### config.mk
export PLATFORM = sky130hd
export DESIGN_NAME = bakery_arbiter
export DESIGN_NICKNAME = d
export VERILOG_FILES = /design/src/rtl/bakery_pkg.sv /design/src/rtl/bakery_client_fsm.sv /design/src/rtl/bakery_ticket_calc.sv /design/src/rtl/bakery_pick.sv /design/src/rtl/bakery_arbiter.sv
export SDC_FILE = /design/constraint.sdc
export NUM_CORES = 1
export LEC_CHECK = 0
export ABC_AREA = 1
export BUFFER_PORTS_ARGS = -buffer_cell sky130_fd_sc_hd__buf_4
export CORE_MARGIN = 1.5
export CORE_UTILIZATION = 30
export CTS_CLUSTER_SIZE = 25
export DETAILED_ROUTE_END_ITERATION = 16
export SLEW_MARGIN = 20
export SYNTH_ARGS = -nofsm -noshare
export SYNTH_HDL_FRONTEND = slang
export SYNTH_SLANG_ARGS = --single-unit
### constraint.sdc
create_clock -name clk -period 9 [get_ports clk]
set_input_delay 0.45 -clock clk [delete_from_list [all_inputs] [get_ports clk]]
set_output_delay 0.45 -clock clk [all_outputs]
set_load 0.05 [all_outputs]
### src/rtl/bakery_pkg.sv
package bakery_pkg;

    // Per-client life cycle.
    typedef enum logic [1:0] {
        CL_IDLE  = 2'd0,
        CL_ENTER = 2'd1,
        CL_WAIT  = 2'd2,
        CL_OWN   = 2'd3
    } cl_state_e;

endpackage

### src/rtl/bakery_client_fsm.sv
module bakery_client_fsm
    import bakery_pkg::*;
#(
    parameter int TKT_W = 3
) (
    input  logic             clk,
    input  logic             rst_n,
    input  logic             req_i,
    input  logic             rel_i,
    input  logic             win_i,
    input  logic [TKT_W-1:0] new_tkt_i,
    input  logic [TKT_W-1:0] adj_tkt_i,
    output logic             entering_o,
    output logic             waiting_o,
    output logic             owning_o,
    output logic [TKT_W-1:0] tkt_o
);

    cl_state_e        state_q;
    cl_state_e        state_d;
    logic [TKT_W-1:0] tkt_q;

    // Next-state decision.
    always_comb begin
        state_d = state_q;
        unique case (state_q)
            CL_IDLE:  if (req_i) state_d = CL_ENTER;
            CL_ENTER: state_d = CL_WAIT;
            CL_WAIT:  if (win_i) state_d = CL_OWN;
            CL_OWN:   if (rel_i) state_d = CL_IDLE;
            default:  state_d = CL_IDLE;
        endcase
    end

    // State register.
    always_ff @(posedge clk or negedge rst_n) begin
        if (!rst_n) state_q <= CL_IDLE;
        else        state_q <= state_d;
    end

    // Ticket register: written on leaving ENTER, follows compaction while held.
    always_ff @(posedge clk or negedge rst_n) begin
        if (!rst_n) begin
            tkt_q <= '0;
        end else begin
            unique case (state_q)
                CL_ENTER: tkt_q <= new_tkt_i;
                CL_WAIT:  tkt_q <= adj_tkt_i;
                CL_OWN:   tkt_q <= rel_i ? '0 : adj_tkt_i;
                default:  tkt_q <= '0;
            endcase
        end
    end

    // Outputs decoded from the state.
    always_comb begin
        entering_o = 1'b0;
        waiting_o  = 1'b0;
        owning_o   = 1'b0;
        unique case (state_q)
            CL_IDLE:  ;
            CL_ENTER: entering_o = 1'b1;
            CL_WAIT:  waiting_o  = 1'b1;
            CL_OWN:   owning_o   = 1'b1;
            default:  ;
        endcase
    end

    assign tkt_o = tkt_q;

endmodule

### src/rtl/bakery_ticket_calc.sv
module bakery_ticket_calc #(
    parameter int N_CLIENTS = 4,
    parameter int TKT_W     = 3
) (
    input  logic [N_CLIENTS*TKT_W-1:0] tkt_flat_i,
    input  logic [N_CLIENTS-1:0]       rel_fire_i,
    output logic [N_CLIENTS*TKT_W-1:0] adj_flat_o,
    output logic [TKT_W-1:0]           new_tkt_o
);

    logic [TKT_W-1:0] tk  [N_CLIENTS];
    logic [TKT_W-1:0] adj [N_CLIENTS];
    logic [TKT_W-1:0] rel_val;
    logic             dup;
    logic             shrink;
    logic [TKT_W-1:0] max_val;

    for (genvar g = 0; g < N_CLIENTS; g++) begin : g_unpack
        assign tk[g]                        = tkt_flat_i[g*TKT_W +: TKT_W];
        assign adj_flat_o[g*TKT_W +: TKT_W] = adj[g];
    end

    // Value being released, and whether any other client shares it.
    always_comb begin
        rel_val = '0;
        for (int i = 0; i < N_CLIENTS; i++) begin
            if (rel_fire_i[i]) rel_val = tk[i];
        end
        dup = 1'b0;
        for (int i = 0; i < N_CLIENTS; i++) begin
            if (!rel_fire_i[i] && (tk[i] == rel_val) && (rel_val != '0)) dup = 1'b1;
        end
        shrink = (|rel_fire_i) && !dup;
    end

    // Compacted tickets, then the largest of them plus one.
    always_comb begin
        max_val = '0;
        for (int i = 0; i < N_CLIENTS; i++) begin
            if (rel_fire_i[i])
                adj[i] = '0;
            else if (shrink && (tk[i] > rel_val))
                adj[i] = tk[i] - 1'b1;
            else
                adj[i] = tk[i];
            if (adj[i] > max_val) max_val = adj[i];
        end
        new_tkt_o = max_val + 1'b1;
    end

endmodule

### src/rtl/bakery_pick.sv
module bakery_pick #(
    parameter int N_CLIENTS = 4,
    parameter int TKT_W     = 3
) (
    input  logic [N_CLIENTS*TKT_W-1:0] tkt_flat_i,
    input  logic [N_CLIENTS-1:0]       cand_i,
    output logic [N_CLIENTS-1:0]       win_oh_o
);

    logic [TKT_W-1:0] tk [N_CLIENTS];
    logic [TKT_W-1:0] best;
    logic             found;

    for (genvar g = 0; g < N_CLIENTS; g++) begin : g_unpack
        assign tk[g] = tkt_flat_i[g*TKT_W +: TKT_W];
    end

    // Ascending index scan with strict less-than: lower index keeps ties.
    always_comb begin
        found    = 1'b0;
        best     = '0;
        win_oh_o = '0;
        for (int i = 0; i < N_CLIENTS; i++) begin
            if (cand_i[i] && (tk[i] != '0) && (!found || (tk[i] < best))) begin
                found       = 1'b1;
                best        = tk[i];
                win_oh_o    = '0;
                win_oh_o[i] = 1'b1;
            end
        end
    end

endmodule

### src/rtl/bakery_arbiter.sv
module bakery_arbiter #(
    parameter int N_CLIENTS = 4,
    localparam int TKT_W    = $clog2(N_CLIENTS + 1)
) (
    input  logic                       clk,
    input  logic                       rst_n,
    input  logic [N_CLIENTS-1:0]       req_i,
    input  logic [N_CLIENTS-1:0]       rel_i,
    output logic [N_CLIENTS-1:0]       gnt_o,
    output logic [N_CLIENTS*TKT_W-1:0] ticket_o
);

    logic [N_CLIENTS-1:0]       enter_vec;
    logic [N_CLIENTS-1:0]       wait_vec;
    logic [N_CLIENTS-1:0]       own_vec;
    logic [N_CLIENTS-1:0]       pick_oh;
    logic [N_CLIENTS-1:0]       win_vec;
    logic [N_CLIENTS-1:0]       rel_fire;
    logic [N_CLIENTS*TKT_W-1:0] tkt_flat;
    logic [N_CLIENTS*TKT_W-1:0] adj_flat;
    logic [TKT_W-1:0]           new_tkt;
    logic                       decide;

    for (genvar g = 0; g < N_CLIENTS; g++) begin : g_client
        bakery_client_fsm #(.TKT_W(TKT_W)) client_i (
            .clk        (clk),
            .rst_n      (rst_n),
            .req_i      (req_i[g]),
            .rel_i      (rel_i[g]),
            .win_i      (win_vec[g]),
            .new_tkt_i  (new_tkt),
            .adj_tkt_i  (adj_flat[g*TKT_W +: TKT_W]),
            .entering_o (enter_vec[g]),
            .waiting_o  (wait_vec[g]),
            .owning_o   (own_vec[g]),
            .tkt_o      (tkt_flat[g*TKT_W +: TKT_W])
        );
    end

    assign rel_fire = own_vec & rel_i;

    bakery_ticket_calc #(.N_CLIENTS(N_CLIENTS), .TKT_W(TKT_W)) calc_i (
        .tkt_flat_i (tkt_flat),
        .rel_fire_i (rel_fire),
        .adj_flat_o (adj_flat),
        .new_tkt_o  (new_tkt)
    );

    bakery_pick #(.N_CLIENTS(N_CLIENTS), .TKT_W(TKT_W)) pick_i (
        .tkt_flat_i (tkt_flat),
        .cand_i     (wait_vec),
        .win_oh_o   (pick_oh)
    );

    // Decide only with no owner and nobody entering.
    assign decide  = !(|enter_vec) && !(|own_vec);
    assign win_vec = pick_oh & {N_CLIENTS{decide}};

    assign gnt_o    = own_vec;
    assign ticket_o = tkt_flat;

endmodule

==> results.py <==
metrics = {
    "setup_path": {
        "rrSetupSlack_ns": 2.26,
        "rr_endpoint": "g_client[0].client_i.tkt_o[2]$_DFF_PN0_",
        "worst-setup-path-type": "reg2reg",
        "reg2reg_depth": 47,
        "cp.required_ns": 9.16,
        "cp-startpoint": "g_client[1].client_i.state_q[0]$_DFFE_PN0P_",
        "crit_arrival_ns": 6.90,
        "crit_end": "g_client[0].client_i.tkt_o[2]$_DFF_PN0_",
        "worstPathMaxFanout": 12,
        "cpMostUsedCell": "inv_1",
        "endpoint_kind": "flip-flop",
        "critPathLaunchType": "flip-flop",
        "r2r-start": "g_client[1].client_i.state_q[0]$_DFFE_PN0P_",
        "slowest_delay_ns": 0.41,
        "critPathSlowestCell": "dfrtp_1",
    },
    "logic_synthesis": {
        "synth.avg_cell_area_um2": 6.70,
        "synthXorXnorAreaFrac": 0.0125,
        "synthCells": 419,
        "seq_area_frac_synth": 0.178,
        "synth.most_common_cell": "nand2_1",
        "synth.distinct_cells": 30,
        "synth-edff-count": 0,
        "async_reset_ff_frac": 1.00,
        "synth.area.mux_share": 0,
        "ys_warn_count": 0,
        "synth_compound_area_frac": 0.108,
        "synth_ff_type": "dfrtp_1",
        "synth_fa_ha_area_frac": 0.232,
        "synth_area_leader_cell": "ha_1",
        "synth_fp_nets": 481,
        "synth_top_family_by_area": "simple AND/OR/NAND/NOR gates",
        "yosysTopAreaCellShare": 0.232,
        "netlist_area_um2": 2810,
        "synth.area.top_cells": "ha_1 (23%), dfrtp_1 (18%), nand2_1 (16%)",
        "yosys.area_share.simple": 0.359,
        "synth_common_cells": "nand2_1 (123), inv_1 (62), ha_1 (52), nand3_1 (38), a21oi_1 (21)",
        "ys_ff_latch": 20,
    },
    "grt": {
        "use_met1": 0.206,
        "use_met2": 0.283,
        "grt_overflow": 0,
        "busiest_layer": "met2",
        "grt_max_degree": 21,
        "grt_pass1_vias": 2702,
        "grt_usage": 0.158,
        "grt_pass1_wl_um": 12600,
        "grt_use_met3": 0.0126,
        "antenna_found_initial": 0,
    },
    "route": {
        "antenna_left": 0,
        "vias_per_cell": 4.94,
        "vias": 2728,
        "wire_per_inst_um": 13.8,
        "drtIter0Drc": 146,
        "drt_drc_violations_left": 0,
        "dr.pass1.iters": 4,
        "drt_wl_total_um": 7620,
    },
    "die": {
        "start_util": 0.307,
        "core-area_um2": 9150,
        "dieWidth_um": 99.7,
        "die_h_um": 99.7,
        "ios": 26,
        "die-area_um2": 9950,
        "num_rows": 35,
    },
    "cts": {
        "ctsLongestPathBuffers": 2,
        "cts-root-buf": "clkbuf_8",
        "clock_latency_ns": 0.27,
        "cts_max_level": 1,
        "hold_buffers": 0,
        "post_cts_buffers": 0,
        "post_cts_resize_count": 0,
        "numCtsBuffers": 3,
        "cts_tree": "yes",
        "clk_pin_slew_ns": 0.08,
        "cts_sinks": 20,
    },
    "cells_and_area": {
        "layout.nets": 505,
        "final_core_utilization": 0.341,
        "seq_area_um2": 500,
        "nFillCells": 992,
        "multi_input_area_um2": 2000,
        "fin_area_um2": 3120,
        "synthToLayoutAreaGrowth_pct": 11.1,
        "antenna_cells": 0,
        "drive_gt1_frac": 0.145,
    },
    "placement": {
        "io_buffers": 25,
        "placed_cell_area_um2": 3080,
        "dp_hpwl_um": 6370,
        "place_worst_setup_slack_ns": 2.39,
        "gp_congestion": 0.970,
    },
    "run_status": {
        "status": "finished clean",
    },
    "run": {
        "max_cap_violations": 0,
    },
    "sta": {
        "setup_ws_ns": 2.26,
        "slew_viol_final": 0,
        "slew-limit-headroom": 0.677,
        "skew_ns": 0.00627,
        "setup_viol": 0,
        "period_needed_ns": 6.74,
        "rsz0062_at_grt": "no",
        "hold_viol": 0,
        "fmax_mhz": 148,
        "tightest_slew_ns": 0.483,
        "tns_ns": 0,
        "period_share": 0.749,
    },
    "worst_hold_path": {
        "hp-class": "in2async",
    },
}
-- metrics by stage --
| stage | std cells | hold WS [ns] |
|---|---|---|
| global placement | 549 | 0.362 |
| CTS | 552 | 0.0734 |
| finish | 552 | 0.0657 |
| detailed placement | 549 | 0.364 |
| global route | 552 | 0.0873 |
| floorplan | 419 | 0.154 |
-- kinds of logic after synthesis --
| group | Yosys count |
|---|---|
| xor+xnor | 4 |
| fa+ha+maj | 52 |
| buf+inv | 74 |
| simple gates | 216 |
| compound gates | 53 |
| flops | 20 |
-- critical path, delay by kind of cell (launching register included) --
family,cells,cell delay [ns]
compound gates,11,1.48
fa+ha+maj,6,1.52
buf+inv,10,0.90
flops,1,0.41
simple gates,20,2.30
-- sequential cells by signal (all words and copies together), names as in the netlist --
signal,cells
g_client.client_i.state_q,8
g_client.client_i.tkt_o,12
-- layout make-up --
class	instances	area share
multi-input cells	325	0.640
repair buffers	25	0.0601
flip-flops and latches	20	0.160
clock buffers	3	0.0132
well taps	111	0.0445
inverters	68	0.0818
-- how the worst min path moves through the flow --
stage / start / to / cells after the start
finish: rst_n / g_client[1].client_i.tkt_o[2]$_DFF_PN0_ / 1
global route: rst_n / g_client[1].client_i.tkt_o[2]$_DFF_PN0_ / 1
CTS: rst_n / g_client[1].client_i.tkt_o[2]$_DFF_PN0_ / 1
detailed placement: rst_n / g_client[2].client_i.state_q[1]$_DFFE_PN0P_ / 1
global placement: rst_n / g_client[2].client_i.tkt_o[0]$_DFF_PN0_ / 1
floorplan: rst_n / g_client[0].client_i.state_q[0]$_DFFE_PN0P_ / 0
-- per-layer routing --
metal | part of all wire | up-vias
met2 | 0.48 | 37
li1 | - | 1409
met5 | 0 | -
met4 | 0.010 | 0
met1 | 0.48 | 1275
met3 | 0.022 | 7
-- cell usage in the layout, fill, tap and decap left out, types with 2 or more instances in the layout --
| cell type | synthesis | final |
|---|---|---|
| o21ai_0 | 7 | 7 |
| a211oi_1 | 4 | 4 |
| ha_1 | 52 | 52 |
| and2_1 | 2 | 2 |
| or2_2 | 2 | 2 |
| nand2_4 | 2 | 2 |
| nor4_1 | 2 | 2 |
| inv_1 | 62 | 62 |
| a31oi_1 | 6 | 6 |
| o22ai_1 | 4 | 4 |
| xnor2_1 | 4 | 4 |
| nand2_1 | 123 | 123 |
| nand2_2 | 12 | 12 |
| o21ai_1 | 7 | 7 |
| nor2_1 | 16 | 16 |
| nand3_2 | 6 | 6 |
| buf_4 | 4 | 25 |
| nand4_1 | 9 | 9 |
| inv_2 | 6 | 6 |
| dfrtp_1 | 20 | 20 |
| o21ai_2 | 3 | 3 |
| a21oi_1 | 21 | 21 |
| nand3_1 | 38 | 38 |
| clkbuf_8 | 1 | 3 |
Power is not shown: default switching activity piles up to over one toggle a cycle in this logic, so the estimate is an artifact.
